[src/rtl/pio_pkg.sv]
`timescale 1ns/1ps
package pio_pkg;
  localparam int PIO_AW = 3;

  typedef enum logic [PIO_AW-1:0] {
    OFS_PA_VAL = 3'd0,
    OFS_PB_VAL = 3'd1,
    OFS_PA_DIR = 3'd2,
    OFS_PB_DIR = 3'd3,
    OFS_STATUS = 3'd4
  } pio_ofs_e;
endpackage

[src/rtl/pio_port.sv]
`timescale 1ns/1ps
module pio_port #(
  parameter int W = 8
) (
  input  logic         clk,
  input  logic         rst,
  input  logic         we_val,
  input  logic         we_dir,
  input  logic [W-1:0] wdata,
  output logic [W-1:0] val_q,
  output logic [W-1:0] dir_q
);
  always_ff @(posedge clk) begin
    if (rst) begin
      val_q <= '0;
      dir_q <= '0;
    end else begin
      if (we_val) val_q <= wdata;
      if (we_dir) dir_q <= wdata;
    end
  end

  // a direction write is visible on the next cycle
  p_dir_write_r1: assert property (@(posedge clk) disable iff (rst)
    we_dir |=> dir_q == $past(wdata));
  p_val_hold_r2: assert property (@(posedge clk) disable iff (rst)
    !we_val |=> $stable(val_q));
endmodule

[src/rtl/pio_strobe.sv]
`timescale 1ns/1ps
module pio_strobe #(
  parameter int DELAY = 3
) (
  input  logic clk,
  input  logic rst,
  input  logic trig,
  output logic hs_n
);
  localparam int CW = $clog2(DELAY + 1);

  logic [CW-1:0] cnt;

  always_ff @(posedge clk) begin
    if (rst) begin
      cnt  <= '0;
      hs_n <= 1'b1;
    end else begin
      hs_n <= 1'b1;
      if (trig) begin
        cnt <= CW'(DELAY);
      end else if (cnt != '0) begin
        cnt <= cnt - CW'(1);
        if (cnt == CW'(1)) hs_n <= 1'b0;
      end
    end
  end

  p_one_cycle_r4: assert property (@(posedge clk) disable iff (rst)
    !hs_n |=> hs_n);
  p_fire_r4: assert property (@(posedge clk) disable iff (rst)
    (cnt == CW'(1) && !trig) |=> !hs_n);
  // an access on the firing edge suppresses the pulse
  p_retrig_quiet_r5: assert property (@(posedge clk) disable iff (rst)
    trig |=> hs_n);
endmodule

[src/rtl/pio_flag.sv]
`timescale 1ns/1ps
module pio_flag #(
  parameter int SYNC_LEN = 2
) (
  input  logic clk,
  input  logic rst,
  input  logic flag_n,
  input  logic clr,
  output logic flag_q
);
  logic [SYNC_LEN-1:0] sy;
  logic                prev;
  logic                fall;

  assign fall = prev & ~sy[SYNC_LEN-1];

  always_ff @(posedge clk) begin
    if (rst) begin
      sy     <= '1;
      prev   <= 1'b1;
      flag_q <= 1'b0;
    end else begin
      sy   <= {sy[SYNC_LEN-2:0], flag_n};
      prev <= sy[SYNC_LEN-1];
      if (fall)     flag_q <= 1'b1;
      else if (clr) flag_q <= 1'b0;
    end
  end

  p_set_r6: assert property (@(posedge clk) disable iff (rst)
    fall |=> flag_q);
  p_hold_r7: assert property (@(posedge clk) disable iff (rst)
    (flag_q && !clr) |=> flag_q);
  p_clear_r7: assert property (@(posedge clk) disable iff (rst)
    (clr && !fall) |=> !flag_q);
endmodule

[src/rtl/pio_hshk.sv]
`timescale 1ns/1ps
module pio_hshk
  import pio_pkg::*;
#(
  parameter int W        = 8,
  parameter int HS_DELAY = 3,
  parameter int SYNC_LEN = 2,
  parameter int NTMR     = 2
) (
  input  logic              clk,
  input  logic              rst,
  input  logic              cs,
  input  logic              rd,
  input  logic              wr,
  input  logic [PIO_AW-1:0] addr,
  input  logic [W-1:0]      wdata,
  output logic [W-1:0]      rdata,
  input  logic [W-1:0]      pa_in,
  output logic [W-1:0]      pa_out,
  output logic [W-1:0]      pa_oe,
  input  logic [W-1:0]      pb_in,
  output logic [W-1:0]      pb_out,
  output logic [W-1:0]      pb_oe,
  input  logic [NTMR-1:0]   tmr_en,
  input  logic [NTMR-1:0]   tmr_val,
  output logic              hs_n,
  input  logic              flag_n,
  output logic              irq
);
  localparam int OVR_LO = W - NTMR;

  logic          rd_en, wr_en, pb_touch, st_rd;
  logic [W-1:0]  pa_val, pa_dir, pb_val, pb_dir;

  assign rd_en    = cs & rd;
  assign wr_en    = cs & wr;
  assign pb_touch = cs & (rd | wr) & (addr == OFS_PB_VAL);
  assign st_rd    = rd_en & (addr == OFS_STATUS);

  pio_port #(.W(W)) u_port_a (
    .clk(clk), .rst(rst),
    .we_val(wr_en && addr == OFS_PA_VAL),
    .we_dir(wr_en && addr == OFS_PA_DIR),
    .wdata(wdata), .val_q(pa_val), .dir_q(pa_dir)
  );

  pio_port #(.W(W)) u_port_b (
    .clk(clk), .rst(rst),
    .we_val(wr_en && addr == OFS_PB_VAL),
    .we_dir(wr_en && addr == OFS_PB_DIR),
    .wdata(wdata), .val_q(pb_val), .dir_q(pb_dir)
  );

  pio_strobe #(.DELAY(HS_DELAY)) u_strobe (
    .clk(clk), .rst(rst), .trig(pb_touch), .hs_n(hs_n)
  );

  pio_flag #(.SYNC_LEN(SYNC_LEN)) u_flag (
    .clk(clk), .rst(rst), .flag_n(flag_n), .clr(st_rd), .flag_q(irq)
  );

  assign pa_out = pa_val;
  assign pa_oe  = pa_dir;

  for (genvar i = 0; i < W; i++) begin : g_pb_pin
    if (i >= OVR_LO) begin : g_ovr
      assign pb_out[i] = tmr_en[i-OVR_LO] ? tmr_val[i-OVR_LO] : pb_val[i];
      assign pb_oe[i]  = tmr_en[i-OVR_LO] | pb_dir[i];
      // override forces drive of the timer value
      p_ovr_r8: assert property (@(posedge clk) disable iff (rst)
        tmr_en[i-OVR_LO] |-> (pb_oe[i] && pb_out[i] == tmr_val[i-OVR_LO]));
    end else begin : g_plain
      assign pb_out[i] = pb_val[i];
      assign pb_oe[i]  = pb_dir[i];
    end
  end

  always_ff @(posedge clk) begin
    if (rst) begin
      rdata <= '0;
    end else if (rd_en) begin
      case (addr)
        OFS_PA_VAL: rdata <= pa_in;
        OFS_PB_VAL: rdata <= pb_in;
        OFS_PA_DIR: rdata <= pa_dir;
        OFS_PB_DIR: rdata <= pb_dir;
        OFS_STATUS: rdata <= W'(irq);
        default:    rdata <= '0;
      endcase
    end
  end

  p_rdata_hold_r10: assert property (@(posedge clk) disable iff (rst)
    !rd_en |=> $stable(rdata));
  p_pin_read_r3: assert property (@(posedge clk) disable iff (rst)
    (rd_en && addr == OFS_PA_VAL) |=> rdata == $past(pa_in));
  p_status_read_r7: assert property (@(posedge clk) disable iff (rst)
    st_rd |=> rdata == W'($past(irq)));
endmodule

[config.mk]
export PLATFORM = sky130hd
export DESIGN_NAME = pio_hshk
export DESIGN_NICKNAME = d
export VERILOG_FILES = /design/src/rtl/pio_pkg.sv /design/src/rtl/pio_port.sv /design/src/rtl/pio_strobe.sv /design/src/rtl/pio_flag.sv /design/src/rtl/pio_hshk.sv
export SDC_FILE = /design/constraint.sdc
export NUM_CORES = 1
export LEC_CHECK = 0
export BUFFER_PORTS_ARGS = -buffer_cell sky130_fd_sc_hd__buf_2
export CORE_ASPECT_RATIO = 2
export CORE_MARGIN = 4
export CORE_UTILIZATION = 30
export CTS_CLUSTER_SIZE = 30
export DETAILED_ROUTE_END_ITERATION = 10
export PLACE_DENSITY_LB_ADDON = 0.08
export SLEW_MARGIN = 20
export SYNTH_ARGS = -nofsm -noshare
export SYNTH_HDL_FRONTEND = slang
export SYNTH_SLANG_ARGS = --single-unit
[constraint.sdc]
create_clock -name clk -period 3.07 [get_ports clk]
set_input_delay 0.307 -clock clk [delete_from_list [all_inputs] [get_ports clk]]
set_output_delay 0.307 -clock clk [all_outputs]
set_load 0.005 [all_outputs]
# == After elaboration in Yosys (flattened, before gate mapping) ==
# Cells that the tools add are included.
# totals
regBits,47
inputBits,37
out_inout_bits,42
word_cells,44
# op_classes
add_sub_neg,1
eq_ne,5
mux,8
bitwise_logic,11
reduce_logical,9
# ops
op,count
$pmux 8 s5,1
$and 1x1->1,6
$eq 3x2->1 const B,2
$reduce_bool 2->1,3
$mux 1,5
$logic_and 1x1->1,4
$mux 2,2
$eq 3x1->1 const B,1
$eq 3x3->1 const B,1
$logic_not 3->1,1
$or 1x1->1,3
$reduce_or 3->1,1
$eq 2x1->1 const B,1
$not 1->1,2
$sub 2x1->2 const B,1

# == Depth between registers and ports, before layout ==
# Gate-level depths: netlist (run 1).
# depth
word_depth,4
ltp_mapped,6
ltp_nobuf,4

# == Hierarchy ==
# Synthesis (run 1) repeated with hierarchy kept, for this count alone.
# hier_totals
cells_unflattened,197
hier_area_um2,2079.5
# modules_own_cells
mod,n_inst,cells_per_inst,area_per_inst_um2,seq_area_each_um2
pio_port,2,52,579.3,320.3
pio_hshk,1,70,654.4,160.2
pio_strobe,1,13,138.9,60.1
pio_flag,1,10,127.6,80.1

# == Worst setup path after synthesis (run 1) ==
# OpenSTA, ideal clock, no wires.
# synth_path
kind,input to register
start,input addr[2]
end,register u_port_a.dir_q[0]
setup_ns,0.128
t_arrival_ns,1.186
required_ns,2.942
slack_ns,1.757
path_stages,6
path_buffers,2
path_cell_list,buf_6 and3b_1 nor3b_2 buf_6 mux2i_1 nor2_1
# synth_between
elab_chain_cells,2
# synth_rtl
element,line_no,text
from (decl),pio_hshk.sv:15,"input logic [PIO_AW-1:0] addr,"
$eq 3x2->1,pio_hshk.sv:43,".we_dir(wr_en && addr == OFS_PA_DIR),"
$logic_and 1x1->1,pio_hshk.sv:43,
to (signal assigned),pio_port.sv:19,if (we_dir) dir_q <= wdata;
to (decl),pio_port.sv:11,output logic [W-1:0] dir_q
# No other way between the ends.
# A chain may end at the register's enable or synchronous reset.

# == Final worst setup path (run 1) ==
# layout_path
start,input addr[2]
end,register u_port_b.val_q[4]
# layout_between
elab_chain_cells,2
# layout_rtl
element,line_no,text
$eq 3x1->1,pio_hshk.sv:49,".we_val(wr_en && addr == OFS_PB_VAL),"
$logic_and 1x1->1,pio_hshk.sv:49,
to (signal assigned),pio_port.sv:18,if (we_val) val_q <= wdata;
to (decl),pio_port.sv:10,"output logic [W-1:0] val_q,"
# No other way between the ends.

==> results of run 1 <==
synthesized netlist by cell type (2+ instances only):
cell type / number
a21oi_1: 13
a22o_1: 6
buf_2: 2
buf_4: 15
buf_6: 3
clkbuf_1: 6
dfxtp_1: 47
ha_1: 2
inv_1: 3
mux2_2: 3
mux2i_1: 38
nand2_1: 10
nand3_1: 9
nor2_1: 29
nor2b_1: 2
nor3_1: 2
o21ai_0: 2
o22ai_1: 6
or2_2: 6
report_power, final:
part           switching [W]  internal, W  leakage, nW  total, W
clock network       0.000226     0.000346       0.0761  0.000572
logic              0.0000954    0.0000888        0.763  0.000184
registers          0.0000130     0.000634        0.381  0.000647
total               0.000334      0.00107         1.22   0.00140
state kept, by name, summed over array words and instances (netlist names):
signal	cells
u_strobe.cnt	2
u_port_b.val_q	8
rdata	8
u_strobe.hs_n	1
u_port_a.val_q	8
u_flag.prev	1
u_port_b.dir_q	8
u_flag.sy	2
u_port_a.dir_q	8
u_flag.flag_q	1
final cells by class:
| class | instances | area share [%] |
|---|---|---|
| clock buffer | 7 | 5.83 |
| clock inverter | 1 | 0.287 |
| timing repair buffer | 80 | 15.5 |
| inverter | 3 | 0.430 |
| sequential | 47 | 35.9 |
| tap | 90 | 4.30 |
| multi-input combinational | 141 | 37.7 |
metrics by stage:
stage	cells	area, um^2	power (W)	setup slack, ps
final	369	2620	0.00140	1330
after global routing	369	2620	0.00148	1190
after CTS	369	2620	0.00143	1310
after detailed placement	361	2460	0.000849	1000
after global placement	361	2460	0.000842	1030
after floorplan	217	2120	0.000785	1760
final timing paths:
path	from	end	slack [ps]	cells after the start
setup / recovery	addr[2]	u_port_b.val_q[4]	1330	5
hold reg to reg	u_flag.sy[0]	u_flag.sy[1]	410	1
hold / removal	flag_n	u_flag.sy[0]	200	2
setup reg to reg	u_strobe.cnt[0]	u_strobe.cnt[1]	1880	4
kinds of logic (layout without fill, tap and decap cells):
logic type,Yosys count,after routing
AO/OA/AOI/OAI,29,29
XOR/XNOR,1,1
adder cells (fa/ha/maj),2,2
buffers and inverters,29,91
flip-flops,47,47
multiplexers,42,42
AND/OR/NAND/NOR,67,67
layer usage:
| layer | track usage (%) | vias to the layer above | part of all wire [%] |
|---|---|---|---|
| met5 | 0 | - | 0 |
| met3 | 2.92 | 5 | 4.3 |
| met4 | 5.02 | 0 | 1.6 |
| met2 | 24.1 | 49 | 53 |
| li1 | - | 859 | - |
| met1 | 16.1 | 766 | 41 |
==> impl_metrics.csv, run 1 <==
group,metric,value,unit
status,outcome,"complete, no violations",
worst_setup_path,cp-end-kind,"flop",
detailed_routing,wl_per_cell,15.1,um
power,p_leak,1.22,nW
final_layout,post-route-util,38.0,%
synthesis,synthCells,217,
power,ir_drop,0.000325,V
detailed_routing,routed_wl,5580,um
timing,setup_tns,0,ps
final_layout,fin_nets,317,
timing,hold_viol,0,
worst_setup_path,path_max_fanout,12,
synthesis,ys_seq_area_share,44.4,%
grt,gr-total-overflow,0,
floorplan,die_w,67.4,um
final_layout,drive_gt1_share,36.2,%
synthesis,synth-seq-cells,47,
timing,fin_crit_sh,56.6,%
final_layout,multi_input_area,987,um^2
power,p_per_area,536,mW/mm^2
synthesis,yosys_most_used_dff,"dfxtp_1",
synthesis,synth_compound_area_share,8.51,%
grt,grt_pass1_vias,1691,
worst_setup_path,cp-start-kind,"input pin",
final_layout,final_common_cell,"buf_2",
detailed_routing,first_iter_violations,35,
final_layout,area.sequential,941,um^2
final_layout,syn2layout_area_growth,23.6,%
clock_tree,cts_buffer_depth,2,
grt,grtUsageTotal,13.8,%
clock_tree,cts.repair.resized,0,
clock_tree,postCtsSetupRepairBufs,0,
detailed_routing,firstDrtPassIters,4,
clock_tree,cts_tree,"yes",
timing,fin_skew,5.06,ps
synthesis,synth_top_cell_area_share,44.4,%
clock_tree,postCtsHoldBufs,0,
synthesis,yosys_warnings,0,
timing,setup_violations,0,
clock_tree,clock_tree.root_cell,"clkbuf_16",
floorplan,boundaryPins,79,
clock_tree,clk_pin_slew_worst_paths,60,ps
worst_setup_path,worst-path-buf-inv,1,
worst_setup_path,required,3220,ps
synthesis,synthSimpleGateAreaFrac,15.9,%
synthesis,yosys.area.top_type,"dfxtp_1",
timing,timing.slew.headroom,48.8,%
floorplan,num_rows,43,
synthesis,synth_fa_ha_area_share,1.18,%
detailed_routing,drc,0,
synthesis,ys_types,32,
timing,period_minus_slack,1740,ps
detailed_routing,ant_nets,0,
synthesis,async_flop_share,0,%
placed_design,hpwl,4320,um
placed_design,gp_congestion,0.677,
timing,drv_slew,0,
worst_setup_path,cp_cell_sequence,"buf_2, and3b_1, and3_1, mux2i_1, nor2_1",
floorplan,dieArea,0.00855,mm^2
synthesis,synth_area_leaders,"dfxtp_1 44%, mux2i_1 18%, buf_4 5.3%, nor2_1 5.1%, a21oi_1 3.1%",
flow_run,max_cap_violations,0,
worst_setup_path,arrival,1880,ps
floorplan,fp.coreArea,0.00689,mm^2
worst_setup_path,worstSetupPathType,"in2reg",
final_layout,final_cell_mix,"78 x buf_2, 47 x dfxtp_1, 38 x mux2i_1, 29 x nor2_1, 13 x a21oi_1",
synthesis,yosys.area_share.xor_xnor,0.413,%
grt,grt_pass1_wl,8840,um
worst_setup_path,critPathMaxStageDelay,580,ps
synthesis,syn-num-nets,256,
floorplan,fp.dieH,127,um
grt,antenna_found_initial,0,
timing,max_slew.worst_pin.slew,768,ps
placed_design,port_buffers,78,
final_layout,diodes,0,
detailed_routing,via_count,1679,
synthesis,syn_area,0.00212,mm^2
synthesis,synth_edf_count,0,
detailed_routing,vias_per_cell,4.55,
worst_hold_path,hold_path_class,"in2reg",
timing,max_freq,576,MHz
floorplan,start_util,30.8,%
timing,rsz0062_at_grt,"no",
grt,grt_max_degree,44,
worst_setup_path,crit_slowest_cell,"and3_1",
worst_setup_path,cpLargestDelayFamily,"simple AND/OR/NAND/NOR gates",
final_layout,nFillCells,771,
synthesis,synth_top_family_by_area,"multiplexers",
clock_tree,clock_latency,290,ps
timing,hold_slack,202,ps
clock_tree,cts.sinks,47,
clock_tree,cts_inserted_buffers,5,
clock_tree,cts_max_level,2,
synthesis,syn_avg_cell_area,9.76,um^2
synthesis,synthMuxAreaShare,20.6,%
Power figures use the tool's default switching activity.
==> inputs of run 2 (changes only) <==
clock period = 1.77 ns   (was 3.07 ns; I/O delays follow)
==> run 2 against run 1 <==
Final cell count increased by 1.4%. Sequential share of layout area decreased by 0.69 points. Clock skew decreased by 2.1 ps. Critical path type is now reg2out. Largest cell class unchanged.
==> impl_metrics.csv, run 2 (same netlist as run 1, synthesis figures left out) <==
group,metric,value,unit
placed_design,gp_congestion,0.743,
power,p_leak,1.26,nW
timing,hold_slack,66.0,ps
placed_design,dp_cells,366,
clock_tree,clock_latency,290,ps
grt,grt_pass1_vias,1795,
grt,gr-total-overflow,0,
final_layout,final_common_cell,"buf_2",
detailed_routing,via_count,1717,
final_layout,nFillCells,764,
final_layout,area.sequential,941,um^2
clock_tree,cts.sinks,47,
timing,rsz0062_at_grt,"no",
timing,fin_crit_sh,69.8,%
detailed_routing,drc,0,
final_layout,final_cell_mix,"78 x buf_2, 47 x dfxtp_1, 38 x mux2i_1, 29 x nor2_1, 13 x a21oi_1",
floorplan,fp.coreArea,0.00689,mm^2
grt,grt_max_degree,42,
placed_design,dp_slack,330,ps
timing,max_slew.worst_pin.slew,518,ps
clock_tree,clk_pin_slew_worst_paths,60,ps
clock_tree,cts.repair.resized,0,
placed_design,port_buffers,78,
final_layout,stdcell_area,0.00267,mm^2
floorplan,fp.dieH,127,um
timing,setup_tns,0,ps
worst_setup_path,cp-end-kind,"output port",
detailed_routing,wl_per_cell,15.1,um
power,ir_drop,0.000603,V
power,p_per_area,954,mW/mm^2
timing,drv_slew,0,
status,outcome,"complete, no violations",
timing,max_freq,810,MHz
final_layout,multi_input_area,987,um^2
flow_run,max_cap_violations,0,
final_layout,fin_cells,374,
final_layout,diodes,0,
floorplan,num_rows,43,
grt,grt_pass1_wl,9110,um
detailed_routing,firstDrtPassIters,4,
floorplan,dieArea,0.00855,mm^2
grt,antenna_found_initial,0,
clock_tree,postCtsSetupRepairBufs,0,
placed_design,place_area,0.00249,mm^2
placed_design,hpwl,4340,um
timing,worst_slack,535,ps
worst_setup_path,required,1590,ps
timing,timing.slew.headroom,65.4,%
detailed_routing,vias_per_cell,4.59,
detailed_routing,ant_nets,0,
worst_hold_path,hold_path_class,"in2reg",
worst_setup_path,arrival,1060,ps
clock_tree,cts_inserted_buffers,5,
timing,period_minus_slack,1230,ps
final_layout,fin_nets,322,
grt,grtUsageTotal,14.4,%
clock_tree,cts_buffer_depth,2,
floorplan,die_w,67.4,um
clock_tree,clock_tree.root_cell,"clkbuf_16",
detailed_routing,routed_wl,5650,um
worst_setup_path,cp-start-kind,"flop",
worst_setup_path,worstSetupPathType,"reg2out",
timing,setup_violations,0,
detailed_routing,first_iter_violations,89,
clock_tree,cts_tree,"yes",
timing,hold_viol,0,
final_layout,drive_gt1_share,37.3,%
final_layout,syn2layout_area_growth,26.0,%
floorplan,boundaryPins,79,
worst_setup_path,path_max_fanout,3,
timing,fin_skew,3.00,ps
clock_tree,postCtsHoldBufs,0,
floorplan,start_util,30.8,%
clock_tree,cts_max_level,2,
==> run 2: changes by cell type in the layout (fill, tap and decap cells not counted) <==
cell,before,now
buf_4,2,7
bufinv_16,0,1
clkbuf_8,2,1
clkinv_2,0,1
clkinvlp_4,1,0
==> run 2: worst paths after layout <==
check                    start         endpoint  slack, ps  depth (start not counted)
min reg2reg       u_flag.sy[0]     u_flag.sy[1]        410                          1
min                     flag_n     u_flag.sy[0]         70                          2
max reg2reg    u_strobe.cnt[0]  u_strobe.cnt[1]        630                          4
max          u_port_b.dir_q[6]         pb_oe[6]        540                          2
==> run 2: area by class of cell <==
| cell class | count | area share (%) |
|---|---|---|
| Clock inverter | 2 | 1.31 |
| Inverter | 3 | 0.422 |
| Clock buffer | 6 | 5.20 |
| Timing Repair Buffer | 85 | 16.6 |
| Sequential cell | 47 | 35.3 |
| Multi-Input combinational cell | 141 | 37.0 |
| Tap cell | 90 | 4.22 |
==> run 2: worst max-delay path: stages (launching register included) <==
cell,delay [ps]
dfxtp_1,350
or2_2,300
buf_2,130
==> run 2: metal layers <==
metal,track usage (%),up-vias,wire length [um]
met1,16.1,786,2210
li1,-,868,-
met4,6.46,0,119
met3,3.28,7,307
met5,0,-,0
met2,25.1,56,3020
==> run 2: metrics by stage <==
stage               utilization [%]  power (W)
finish                         38.8    0.00254
global route                   38.8    0.00267
CTS                            38.8    0.00259
detailed placement             36.2    0.00147
global placement               36.2    0.00147
floorplan                         -    0.00136
==> run 2: where the power goes <==
part / total [W] / switching [W] / internal (W)
clock: 0.00110 / 0.000402 / 0.000702
sequential: 0.00112 / 0.0000212 / 0.00110
combinational: 0.000320 / 0.000162 / 0.000157
total: 0.00254 / 0.000586 / 0.00196
